**config.mk**
```make
export PLATFORM = sky130hd
export DESIGN_NAME = ivt_timer
export DESIGN_NICKNAME = d
export VERILOG_FILES = /design/src/rtl/ivt_pkg.sv /design/src/rtl/ivt_regs.sv /design/src/rtl/ivt_counter.sv /design/src/rtl/ivt_irq.sv /design/src/rtl/ivt_timer.sv
export SDC_FILE = /design/constraint.sdc
export NUM_CORES = 1
export LEC_CHECK = 0
export ABC_AREA = 1
export ABC_CLOCK_PERIOD_IN_PS = 1300
export CAP_MARGIN = 5
export CORE_AREA = 2 2 64 78
export CTS_CLUSTER_SIZE = 28
export DETAILED_ROUTE_END_ITERATION = 12
export DIE_AREA = 0 0 66 80
export PLACE_DENSITY = 0.74
export SYNTH_ARGS = -nofsm -noshare
export SYNTH_HDL_FRONTEND = slang
export SYNTH_SLANG_ARGS = --single-unit
```
**constraint.sdc**
```tcl
create_clock -name clk -period 1.3 [get_ports clk]
set_input_delay 0.195 -clock clk [delete_from_list [all_inputs] [get_ports clk]]
set_output_delay 0.195 -clock clk [all_outputs]
set_load 0.03 [all_outputs]
```
**src/rtl/ivt_pkg.sv**
```systemverilog
// Package: shared widths, register offsets and control bit positions for the
// interval timer. Assumes a byte-wide bus with a 4-bit register offset.
package ivt_pkg;
    localparam int DATA_W = 8;
    localparam int ADDR_W = 4;
    localparam int CNT_W  = 2 * DATA_W;

    localparam logic [ADDR_W-1:0] OFF_CNT_LO = 4'h4;
    localparam logic [ADDR_W-1:0] OFF_CNT_HI = 4'h5;
    localparam logic [ADDR_W-1:0] OFF_LAT_LO = 4'h6;
    localparam logic [ADDR_W-1:0] OFF_LAT_HI = 4'h7;
    localparam logic [ADDR_W-1:0] OFF_CTRL   = 4'hB;
    localparam logic [ADDR_W-1:0] OFF_STAT   = 4'hD;
    localparam logic [ADDR_W-1:0] OFF_ENA    = 4'hE;

    localparam int CTRL_CONT_BIT = 0;
    localparam int CTRL_TOG_BIT  = 1;

    typedef struct packed {
        logic cont;
        logic tog_en;
        logic irq_en;
    } ivt_cfg_t;
endpackage

```
**src/rtl/ivt_regs.sv**
```systemverilog
// Register decode: holds the latches and configuration bits, produces the
// load and flag-clear strobes, and returns read data. Assumes one access per
// cycle and read data consumed combinationally in the same cycle.
module ivt_regs
    import ivt_pkg::*;
#(
    parameter int DW = DATA_W,
    parameter int AW = ADDR_W
) (
    input  logic          clk,
    input  logic          rst_n,
    input  logic          bus_sel,
    input  logic          bus_wr,
    input  logic [AW-1:0] bus_addr,
    input  logic [DW-1:0] bus_wdata,
    input  logic [2*DW-1:0] cnt,
    input  logic          flag,
    output logic [2*DW-1:0] latch,
    output logic [2*DW-1:0] load_val,
    output logic          load,
    output logic          rd_clr,
    output ivt_cfg_t      cfg,
    output logic [DW-1:0] bus_rdata
);
    logic [DW-1:0] lat_lo, lat_hi;
    logic          wr_en, rd_en;

    // Access qualifiers and strobes seen by the counter and flag logic.
    always_comb begin
        wr_en    = bus_sel && bus_wr;
        rd_en    = bus_sel && !bus_wr;
        load     = wr_en && (bus_addr == OFF_CNT_HI);
        rd_clr   = rd_en && (bus_addr == OFF_CNT_LO);
        load_val = {bus_wdata, lat_lo};
        latch    = {lat_hi, lat_lo};
    end

    // Latch and configuration storage written from the bus.
    always_ff @(posedge clk) begin
        if (!rst_n) begin
            lat_lo <= '0;
            lat_hi <= '0;
            cfg    <= '0;
        end else if (wr_en) begin
            case (bus_addr)
                OFF_CNT_LO, OFF_LAT_LO: lat_lo <= bus_wdata;
                OFF_CNT_HI, OFF_LAT_HI: lat_hi <= bus_wdata;
                OFF_CTRL: begin
                    cfg.cont   <= bus_wdata[CTRL_CONT_BIT];
                    cfg.tog_en <= bus_wdata[CTRL_TOG_BIT];
                end
                OFF_ENA:  cfg.irq_en <= bus_wdata[0];
                default:  ;
            endcase
        end
    end

    // Read multiplexer; idle bus and undecoded offsets return zero.
    always_comb begin
        bus_rdata = '0;
        if (rd_en) begin
            case (bus_addr)
                OFF_CNT_LO: bus_rdata = cnt[DW-1:0];
                OFF_CNT_HI: bus_rdata = cnt[2*DW-1:DW];
                OFF_LAT_LO: bus_rdata = lat_lo;
                OFF_LAT_HI: bus_rdata = lat_hi;
                OFF_CTRL: begin
                    bus_rdata[CTRL_CONT_BIT] = cfg.cont;
                    bus_rdata[CTRL_TOG_BIT]  = cfg.tog_en;
                end
                OFF_STAT:   bus_rdata[0] = flag;
                OFF_ENA:    bus_rdata[0] = cfg.irq_en;
                default:    bus_rdata = '0;
            endcase
        end
    end

    // the upper latch follows the byte written with a load.
    assert_hi_latch_R2: assert property (@(posedge clk) disable iff (!rst_n)
        load |=> lat_hi == $past(bus_wdata));
    // writes to the plain latch offsets never raise the load strobe.
    assert_latch_noload_R10: assert property (@(posedge clk) disable iff (!rst_n)
        (wr_en && (bus_addr == OFF_LAT_HI || bus_addr == OFF_LAT_LO)) |-> !load);
endmodule

```
**src/rtl/ivt_counter.sv**
```systemverilog
// Down counter with automatic reload and one-shot arming. A timeout is the
// step from zero to all ones; it is signalled when continuous mode is set or
// the timer is armed. Assumes load has priority over everything else.
module ivt_counter #(
    parameter int CW = 16
) (
    input  logic          clk,
    input  logic          rst_n,
    input  logic          load,
    input  logic [CW-1:0] load_val,
    input  logic [CW-1:0] latch,
    input  logic          cont,
    output logic [CW-1:0] cnt,
    output logic          fire
);
    logic reload_pend;
    logic armed;
    logic timeout;

    // Timeout detection and signalled-event qualification.
    always_comb begin
        timeout = (cnt == '0) && !load && !reload_pend;
        fire    = timeout && (cont || armed);
    end

    // Counter, reload request and arming state.
    always_ff @(posedge clk) begin
        if (!rst_n) begin
            cnt         <= '1;
            reload_pend <= 1'b0;
            armed       <= 1'b0;
        end else if (load) begin
            cnt         <= load_val;
            reload_pend <= 1'b0;
            armed       <= 1'b1;
        end else if (reload_pend) begin
            cnt         <= latch;
            reload_pend <= 1'b0;
        end else begin
            cnt <= cnt - 1'b1;
            if (timeout && cont) reload_pend <= 1'b1;
            if (fire)            armed       <= 1'b0;
        end
    end

    // a load always wins and lands next cycle.
    assert_load_wins_R9: assert property (@(posedge clk) disable iff (!rst_n)
        load |=> cnt == $past(load_val));
    // plain cycles step down by one.
    assert_step_down_R3: assert property (@(posedge clk) disable iff (!rst_n)
        (!load && !reload_pend) |=> cnt == $past(cnt) - 1'b1);
    // continuous timeout is followed by a reload from the latches.
    assert_reload_R4: assert property (@(posedge clk) disable iff (!rst_n)
        (timeout && cont) ##1 !load |=> cnt == $past(latch));
    // one-shot mode signals only once per arming.
    assert_single_shot_R5: assert property (@(posedge clk) disable iff (!rst_n)
        (fire && !cont) |=> !armed);
endmodule

```
**src/rtl/ivt_irq.sv**
```systemverilog
// Interrupt flag, gated active-low request and square-wave toggle. Assumes
// fire and load are never active together (the counter gates that case).
module ivt_irq (
    input  logic clk,
    input  logic rst_n,
    input  logic fire,
    input  logic load,
    input  logic rd_clr,
    input  logic irq_en,
    input  logic tog_en,
    output logic flag,
    output logic irq_n,
    output logic tog_out
);
    // Flag: load clears, timeout sets, counter-low read clears.
    always_ff @(posedge clk) begin
        if (!rst_n)      flag <= 1'b0;
        else if (load)   flag <= 1'b0;
        else if (fire)   flag <= 1'b1;
        else if (rd_clr) flag <= 1'b0;
    end

    // Square-wave output inverts on each signalled timeout when enabled.
    always_ff @(posedge clk) begin
        if (!rst_n)                tog_out <= 1'b1;
        else if (fire && tog_en)   tog_out <= !tog_out;
    end

    // Interrupt request gated by the enable bit.
    always_comb irq_n = !(flag && irq_en);

    // a signalled timeout leaves the flag set.
    assert_flag_set_R3: assert property (@(posedge clk) disable iff (!rst_n)
        fire |=> flag);
    // a counter-low read without a coincident timeout clears the flag.
    assert_rd_clear_R7: assert property (@(posedge clk) disable iff (!rst_n)
        (rd_clr && !fire && !load) |=> !flag);
    // toggle output inverts on enabled timeouts.
    assert_toggle_R8: assert property (@(posedge clk) disable iff (!rst_n)
        (fire && tog_en) |=> tog_out != $past(tog_out));
    // without a timeout the toggle output holds.
    assert_tog_hold_R8: assert property (@(posedge clk) disable iff (!rst_n)
        !fire |=> $stable(tog_out));
endmodule

```
**src/rtl/ivt_timer.sv**
```systemverilog
// Top of the interval timer: register decode, counter and interrupt logic.
// Assumes a synchronous byte bus with single-cycle accesses.
module ivt_timer
    import ivt_pkg::*;
(
    input  logic              clk,
    input  logic              rst_n,
    input  logic              bus_sel,
    input  logic              bus_wr,
    input  logic [ADDR_W-1:0] bus_addr,
    input  logic [DATA_W-1:0] bus_wdata,
    output logic [DATA_W-1:0] bus_rdata,
    output logic              irq_n,
    output logic              tog_out
);
    logic [CNT_W-1:0] cnt, latch, load_val;
    logic             load, rd_clr, fire, flag;
    ivt_cfg_t         cfg;

    ivt_regs #(.DW(DATA_W), .AW(ADDR_W)) u_regs (
        .clk(clk), .rst_n(rst_n), .bus_sel(bus_sel), .bus_wr(bus_wr),
        .bus_addr(bus_addr), .bus_wdata(bus_wdata), .cnt(cnt), .flag(flag),
        .latch(latch), .load_val(load_val), .load(load), .rd_clr(rd_clr),
        .cfg(cfg), .bus_rdata(bus_rdata)
    );

    ivt_counter #(.CW(CNT_W)) u_cnt (
        .clk(clk), .rst_n(rst_n), .load(load), .load_val(load_val),
        .latch(latch), .cont(cfg.cont), .cnt(cnt), .fire(fire)
    );

    ivt_irq u_irq (
        .clk(clk), .rst_n(rst_n), .fire(fire), .load(load), .rd_clr(rd_clr),
        .irq_en(cfg.irq_en), .tog_en(cfg.tog_en), .flag(flag),
        .irq_n(irq_n), .tog_out(tog_out)
    );

    // the request line is never active with the enable bit clear.
    assert_irq_gate_R6: assert property (@(posedge clk) disable iff (!rst_n)
        !cfg.irq_en |-> irq_n);
    // outputs come out of reset in their idle state.
    assert_reset_R1: assert property (@(posedge clk)
        !rst_n |=> (irq_n && tog_out));
endmodule

```
==> results of run 1 <==
## sequential cells by signal, summed over array words and instances, names as in the netlist
| register | count |
|---|---|
| u_irq.flag | 1 |
| u_cnt.reload_pend | 1 |
| u_irq.tog_out | 1 |
| u_regs.lat_lo | 8 |
| u_regs.lat_hi | 8 |
| u_cnt.cnt | 16 |
| u_regs.cfg | 3 |
| u_cnt.armed | 1 |
## kinds of logic after synthesis
group / count (synthesis) / synth area share, %
adders and majority gates: 1 / 0.570
DFF: 39 / 35.6
xor gates and xnor gates: 5 / 2.00
buffers and inverters: 62 / 11.6
and+or+nand+nor: 144 / 29.2
AOI/OAI and AO/OA: 89 / 21.0
## through the flow
stage / util, % / instances / power (mW) / cell area, µm²
floorplan: - / 340 / 1.42 / 2290
global placement: 65.3 / 468 / 1.61 / 2960
detailed placement: 65.3 / 468 / 1.61 / 2960
CTS: 76.5 / 490 / 2.54 / 3460
global route: 78.8 / 495 / 2.68 / 3570
finish: 78.8 / 495 / 2.61 / 3570
## worst max path at each step
stage	to	slack, ps	startpoint	cells past startpoint
final	bus_rdata[1]	-240	u_cnt.cnt[9]	5
after global routing	bus_rdata[0]	-270	bus_addr[0]	8
after CTS	bus_rdata[0]	-170	u_cnt.cnt[0]	6
after detailed placement	bus_rdata[1]	-620	bus_addr[1]	7
after global placement	bus_rdata[0]	-570	bus_addr[2]	10
after floorplan	bus_rdata[0]	-30	bus_addr[2]	8
## critical path, stage by stage, from the launching register on
cell and delay (ps):
dfxtp_1 350, inv_1 100, o22ai_2 220, inv_2 70, a21oi_4 130, buf_6 150
## routing by layer
layer  share of wire [%]  GRT usage (%)  up-vias
met5                   0              0        -
met4                 6.2           15.9        0
met3                 8.6           7.90       58
met2                  48           54.4      209
met1                  37           38.7     1314
li1                    -              -     1301
## synthesized netlist by cell type, types with 2 or more instances
cell,n
xor2_1,3
nor2_4,4
o21ai_0,39
o22ai_1,7
inv_1,50
nor2_2,2
nand3_1,30
inv_2,4
nand2_1,61
buf_6,2
a21oi_1,40
nor2_1,39
nand2_2,2
dfxtp_1,39
buf_2,2
xnor2_1,2
clkbuf_1,2
nor3_1,2
## cell type report
class                           instances  share of cell area, %
Clock buffer                            5                   1.93
Clock inverter                          3                  0.666
Multi-Input combinational cell        239                   42.1
Inverter                               55                   6.07
Tap cell                               58                   2.03
Timing Repair Buffer                   96                   24.6
Sequential cell                        39                   22.5
## timing repair
item                                    4_1_cts  5_1_grt
pin swaps                                    31       17
setup buffers                                14        6
endpoints found under the setup margin       42       24
hold buffers                                  0        0
gates resized for setup                     127       23
cloned                                        1        0
hold endpoints to repair                      0        0
## power groups by stage
stage / clock network, mW / registers, mW / logic [mW]
after floorplan: 0 / 1.26 / 0.163
after global placement: 0 / 1.26 / 0.343
after detailed placement: 0 / 1.27 / 0.349
after CTS: 0.875 / 1.24 / 0.421
after global routing: 0.945 / 1.25 / 0.489
final: 0.899 / 1.24 / 0.468
==> run metrics, run 1 <==
die width 66 µm; vias in the first global route 2658; area of the multi-input gates 0.00150 mm²; Clk Latency, worst-skew pair 310 ps; Seq pwr share 47.6%; Final setup violation count 17; All-Layer GR Usage 32.6%; most common cell after layout, fill and taps aside buf_4; Final nets 453; register area 803 µm²; routability cong. 0.918; Psw 0.789 mW; Internal 1.82 mW; I/O pin count 26; crit path kind flip-flop to output port; commonest non-fill, non-tap cells in the layout 56 x buf_4, 53 x nand2_1, 39 x inv_1; max-slew violations 0; startpoint type of the worst setup path flip-flop; min setup slack post-route -235 ps; CTS tree done; Setup TNS -2150 ps; Syn Inst Count 340; Core ar. 0.00453 mm²; synthesized area 0.00219 mm²; Detailed Route WL 9120 µm; sequential-to-total area share from yosys stat 35.6%; top cell type's share of synthesized area 35.6%; vias per cell 5.82; Antenna diodes 0; worst-case clock buffer depth 2; worst-margin pin slew 291 ps; hold wc startpoint bus_addr[2]; sw frac 30.2%; Fmax 651 MHz; Layout area overhead 62.6%; #FFs+latches synth 39; H-tree Lvls 2; Initial Util 48.5%; reg2reg setup slack -160 ps; root buf cell clkbuf_8; Comb pwr share 17.9%; IO buf count 25; post-route ant nets 0; reg2reg end u_cnt.cnt[13]; status finished with violations; Final Cycle Share 118%; Worst VDD drop 641 µV; Pwr Density 731 mW/mm²; unrepaired setup endpoints after global routing yes; Cell Rows 27; grt total ovfl 0; Fill cells 282; Data arrival, critical path 1340 ps; P_leak 1.58 nW; Clock Pin Slew Worst Setup and Hold Paths 90 ps; antenna violations before repair 0; final hold vios 0; share of layout cells above drive strength 1 43.2%; Crit. End Element output port; clock sinks 39; first-pass GRT wire length 12900 µm; Distinct cells, synth 28; TritonCTS Buffers 5; Clock Skew 4.54 ps; DP HPWL 5280 µm; largest net degree at the start of global routing 30; Place WS -623 ps; Rel. slew slack 80.4%; Initial DRC Count 433; Mapped Avg Cell Area 6.45 µm²; failing checks negative setup slack; fin crit period 1540 ps; Main synth FF type dfxtp_1; DR DRC count 0; Vias 2882; Hold Path Class input port to flip-flop; Worst Path Required 1110 ps; CP max FO 4; reg2reg path depth 10; Initial DRT Pass Iterations 6; synth top area cells dfxtp_1 36%, nand2_1 10%, a21oi_1 9.1%; Clock power frac 34.5%; Hold Path End u_regs.cfg[1]; Yosys warnings 0; die height 80 µm; Async SR Flop Fraction 0%; WL/cell 18.4 µm; Syn Nets 357; full die area 0.00528 mm²; final hold slack 444 ps; max cap viols 0; number of synthesized flops with an enable pin 0; RR Startpoint u_cnt.cnt[3]; cell count of the worst hold path 6; Yosys top cell by area dfxtp_1
(Power assumes the default switching activity.)
==> run 2, diff against run 1 <==
CORE_AREA = 8 8 70 84   (was 2 2 64 78)
DIE_AREA = 0 0 78 92   (was 0 0 66 80)
SKIP_LAST_GASP = 1   (was not set)
==> run 2 against run 1 <==
Net effect:
- the flow still finishes with violations (negative setup slack)
- count of clock-buffer cells in the layout increased by 2
- largest power group unchanged
- worst hold slack got worse by 33 ps
- setup slack got worse by 58 ps
- highest routed layer unchanged
==> run metrics, run 2 (synthesized netlist as in run 1, its figures left out) <==
status finished with violations; failing checks negative setup slack; worst-margin pin slew 300 ps (+9.42 ps); IO buf count 25 (unchanged); Clock Skew 4.22 ps (-0.317 ps); Place WS -668 ps (-45.0 ps); antenna violations before repair 0 (unchanged); All-Layer GR Usage 20.9% (-12 points); final hold slack 410 ps (-33.1 ps); grt total ovfl 0 (unchanged); CTS tree done; Initial Util 48.5% (unchanged); commonest non-fill, non-tap cells in the layout 60 x buf_4, 49 x nand2_1, 38 x inv_1; Vias 2854 (-0.97%); largest net degree at the start of global routing 21 (-30%); Worst VDD drop 546 µV (-15%); Data arrival, critical path 1400 ps (+60 ps); Largest register FFs 16 (unchanged); routability cong. 0.934 (+1.8%); hold buffer count at CTS 0 (unchanged); post-route ant nets 0 (unchanged); WL/cell 17.4 µm (-5.8%); vias in the first global route 2549 (-4.1%); TritonCTS Buffers 5 (unchanged); Clock Pin Slew Worst Setup and Hold Paths 70 ps (-20 ps); max-slew violations 0 (unchanged); Comb pwr share 17.8% (about the same); Final Util 78.8% (about the same); Clk Latency, worst-skew pair 290 ps (-20 ps); Final Cycle Share 123% (+4.5 points); Antenna diodes 0 (unchanged); Internal 1.92 mW (+5.4%); P_leak 1.59 nW (+0.64%); die height 92 µm (+15%); Hold Path Class input port to flip-flop; Pwr Density 738 mW/mm² (+0.97%); Area after DPL 0.00298 mm² (+0.76%); Fmax 628 MHz (-3.6%); H-tree Lvls 2 (unchanged); clock sinks 39 (unchanged); min setup slack post-route -293 ps (-57.9 ps); crit path kind input port to output port; sw frac 27.1% (-3.1 points); share of layout cells above drive strength 1 42.3% (-0.98 points); Psw 0.713 mW (-9.6%); cell area after layout 0.00357 mm² (about the same); Final nets 456 (+0.66%); DR DRC count 0 (unchanged); fin crit period 1590 ps (+57.9 ps); Core ar. 0.00453 mm² (unchanged); Crit. End Element output port; Final setup violation count 19 (+2); Initial DRT Pass Iterations 8 (+2); reg2reg setup slack -100 ps (+60 ps); Clock power frac 35.0% (+0.5 points); CP max FO 7 (+3); root buf cell clkbuf_8; Layout area overhead 62.5% (about the same); unrepaired setup endpoints after global routing yes; Worst Path Required 1110 ps (about the same); max cap viols 0 (unchanged); Rel. slew slack 79.9% (-0.49 points); I/O pin count 26 (unchanged); Largest Register u_cnt.cnt; Seq pwr share 47.2% (-0.4 points); Detailed Route WL 8650 µm (-5.2%); first-pass GRT wire length 12000 µm (-6.9%); vias per cell 5.73 (-1.6%); most common cell after layout, fill and taps aside buf_4; DP HPWL 5490 µm (+4.1%); Largest regs u_cnt.cnt x16, u_regs.lat_hi x8, u_regs.lat_lo x8; Initial DRC Count 243 (-44%); Cell Rows 27 (unchanged); die width 78 µm (+18%); startpoint type of the worst setup path input port; full die area 0.00718 mm² (+36%); final hold vios 0 (unchanged); worst-case clock buffer depth 2 (unchanged)
==> run 2: changes by cell type in the layout (fill, tap and decap cells not counted), sizes merged <==
cell / delta
bufbuf: -1
buf: +4
inv: -2
dlymetal6s2s: +2
clkinvlp: -1
clkinv: +1
clkbuf: +2
dlygate4sd2: -2
==> run 2: final cells by class <==
cell class,instances,area [µm²]
multi-input combinational,239,1490
inverter,55,219
tap,58,72.6
clock buffer,7,96.3
sequential,39,796
timing repair buffer,99,881
clock inverter,1,7.51
fill,307,961
==> run 2: worst paths after layout <==
check / cells past startpoint / startpoint / to
setup reg to reg: 10 / u_cnt.cnt[0] / u_irq.tog_out
hold reg to reg: 2 / u_irq.tog_out / u_irq.tog_out
setup / recovery: 9 / bus_addr[3] / bus_rdata[5]
hold / removal: 5 / bus_addr[1] / u_cnt.cnt[15]
==> run 2: timing repair <==
action | in CTS | in global routing
pin swaps | 18 | 21
setup buffers | 8 | 11
cloned | 0 | 1
resized for setup | 84 | 70
setup endpoints to repair | 47 | 35
==> run 2: power groups by stage <==
stage          sequential (mW)  clock [mW]  combinational, mW
3_3_place_gp              1.26           0              0.345
3_5_place_dp              1.26           0              0.350
2_1_floorplan             1.26           0              0.163
5_1_grt                   1.24       0.954              0.492
6_report                  1.24       0.922              0.469
4_1_cts                   1.24       0.918              0.398
==> run 2: routing by layer <==
metal / track usage, % / share of wire [%]
met5: 0 / 0
met4: 11.9 / 5.6
met3: 4.59 / 8.5
met2: 35.7 / 50
met1: 23.3 / 36
==> run 2: stage by stage <==
| step | instances | TNS, ps | power (mW) |
|---|---|---|---|
| final | 498 | -2410 | 2.63 |
| after CTS | 489 | -2200 | 2.55 |
| after detailed placement | 473 | -21210 | 1.62 |
| after global placement | 473 | -19690 | 1.61 |
| after global routing | 498 | -3600 | 2.69 |
| after floorplan | 340 | -87.3 | 1.42 |
==> run 2: worst max-delay path: stages <==
cell and delay, ps:
buf_6 100, nor2_4 200, inv_2 90, nor2_4 150, nand2_4 120, o22ai_1 180
nor2_1 110, nor2_4 100, buf_6 140
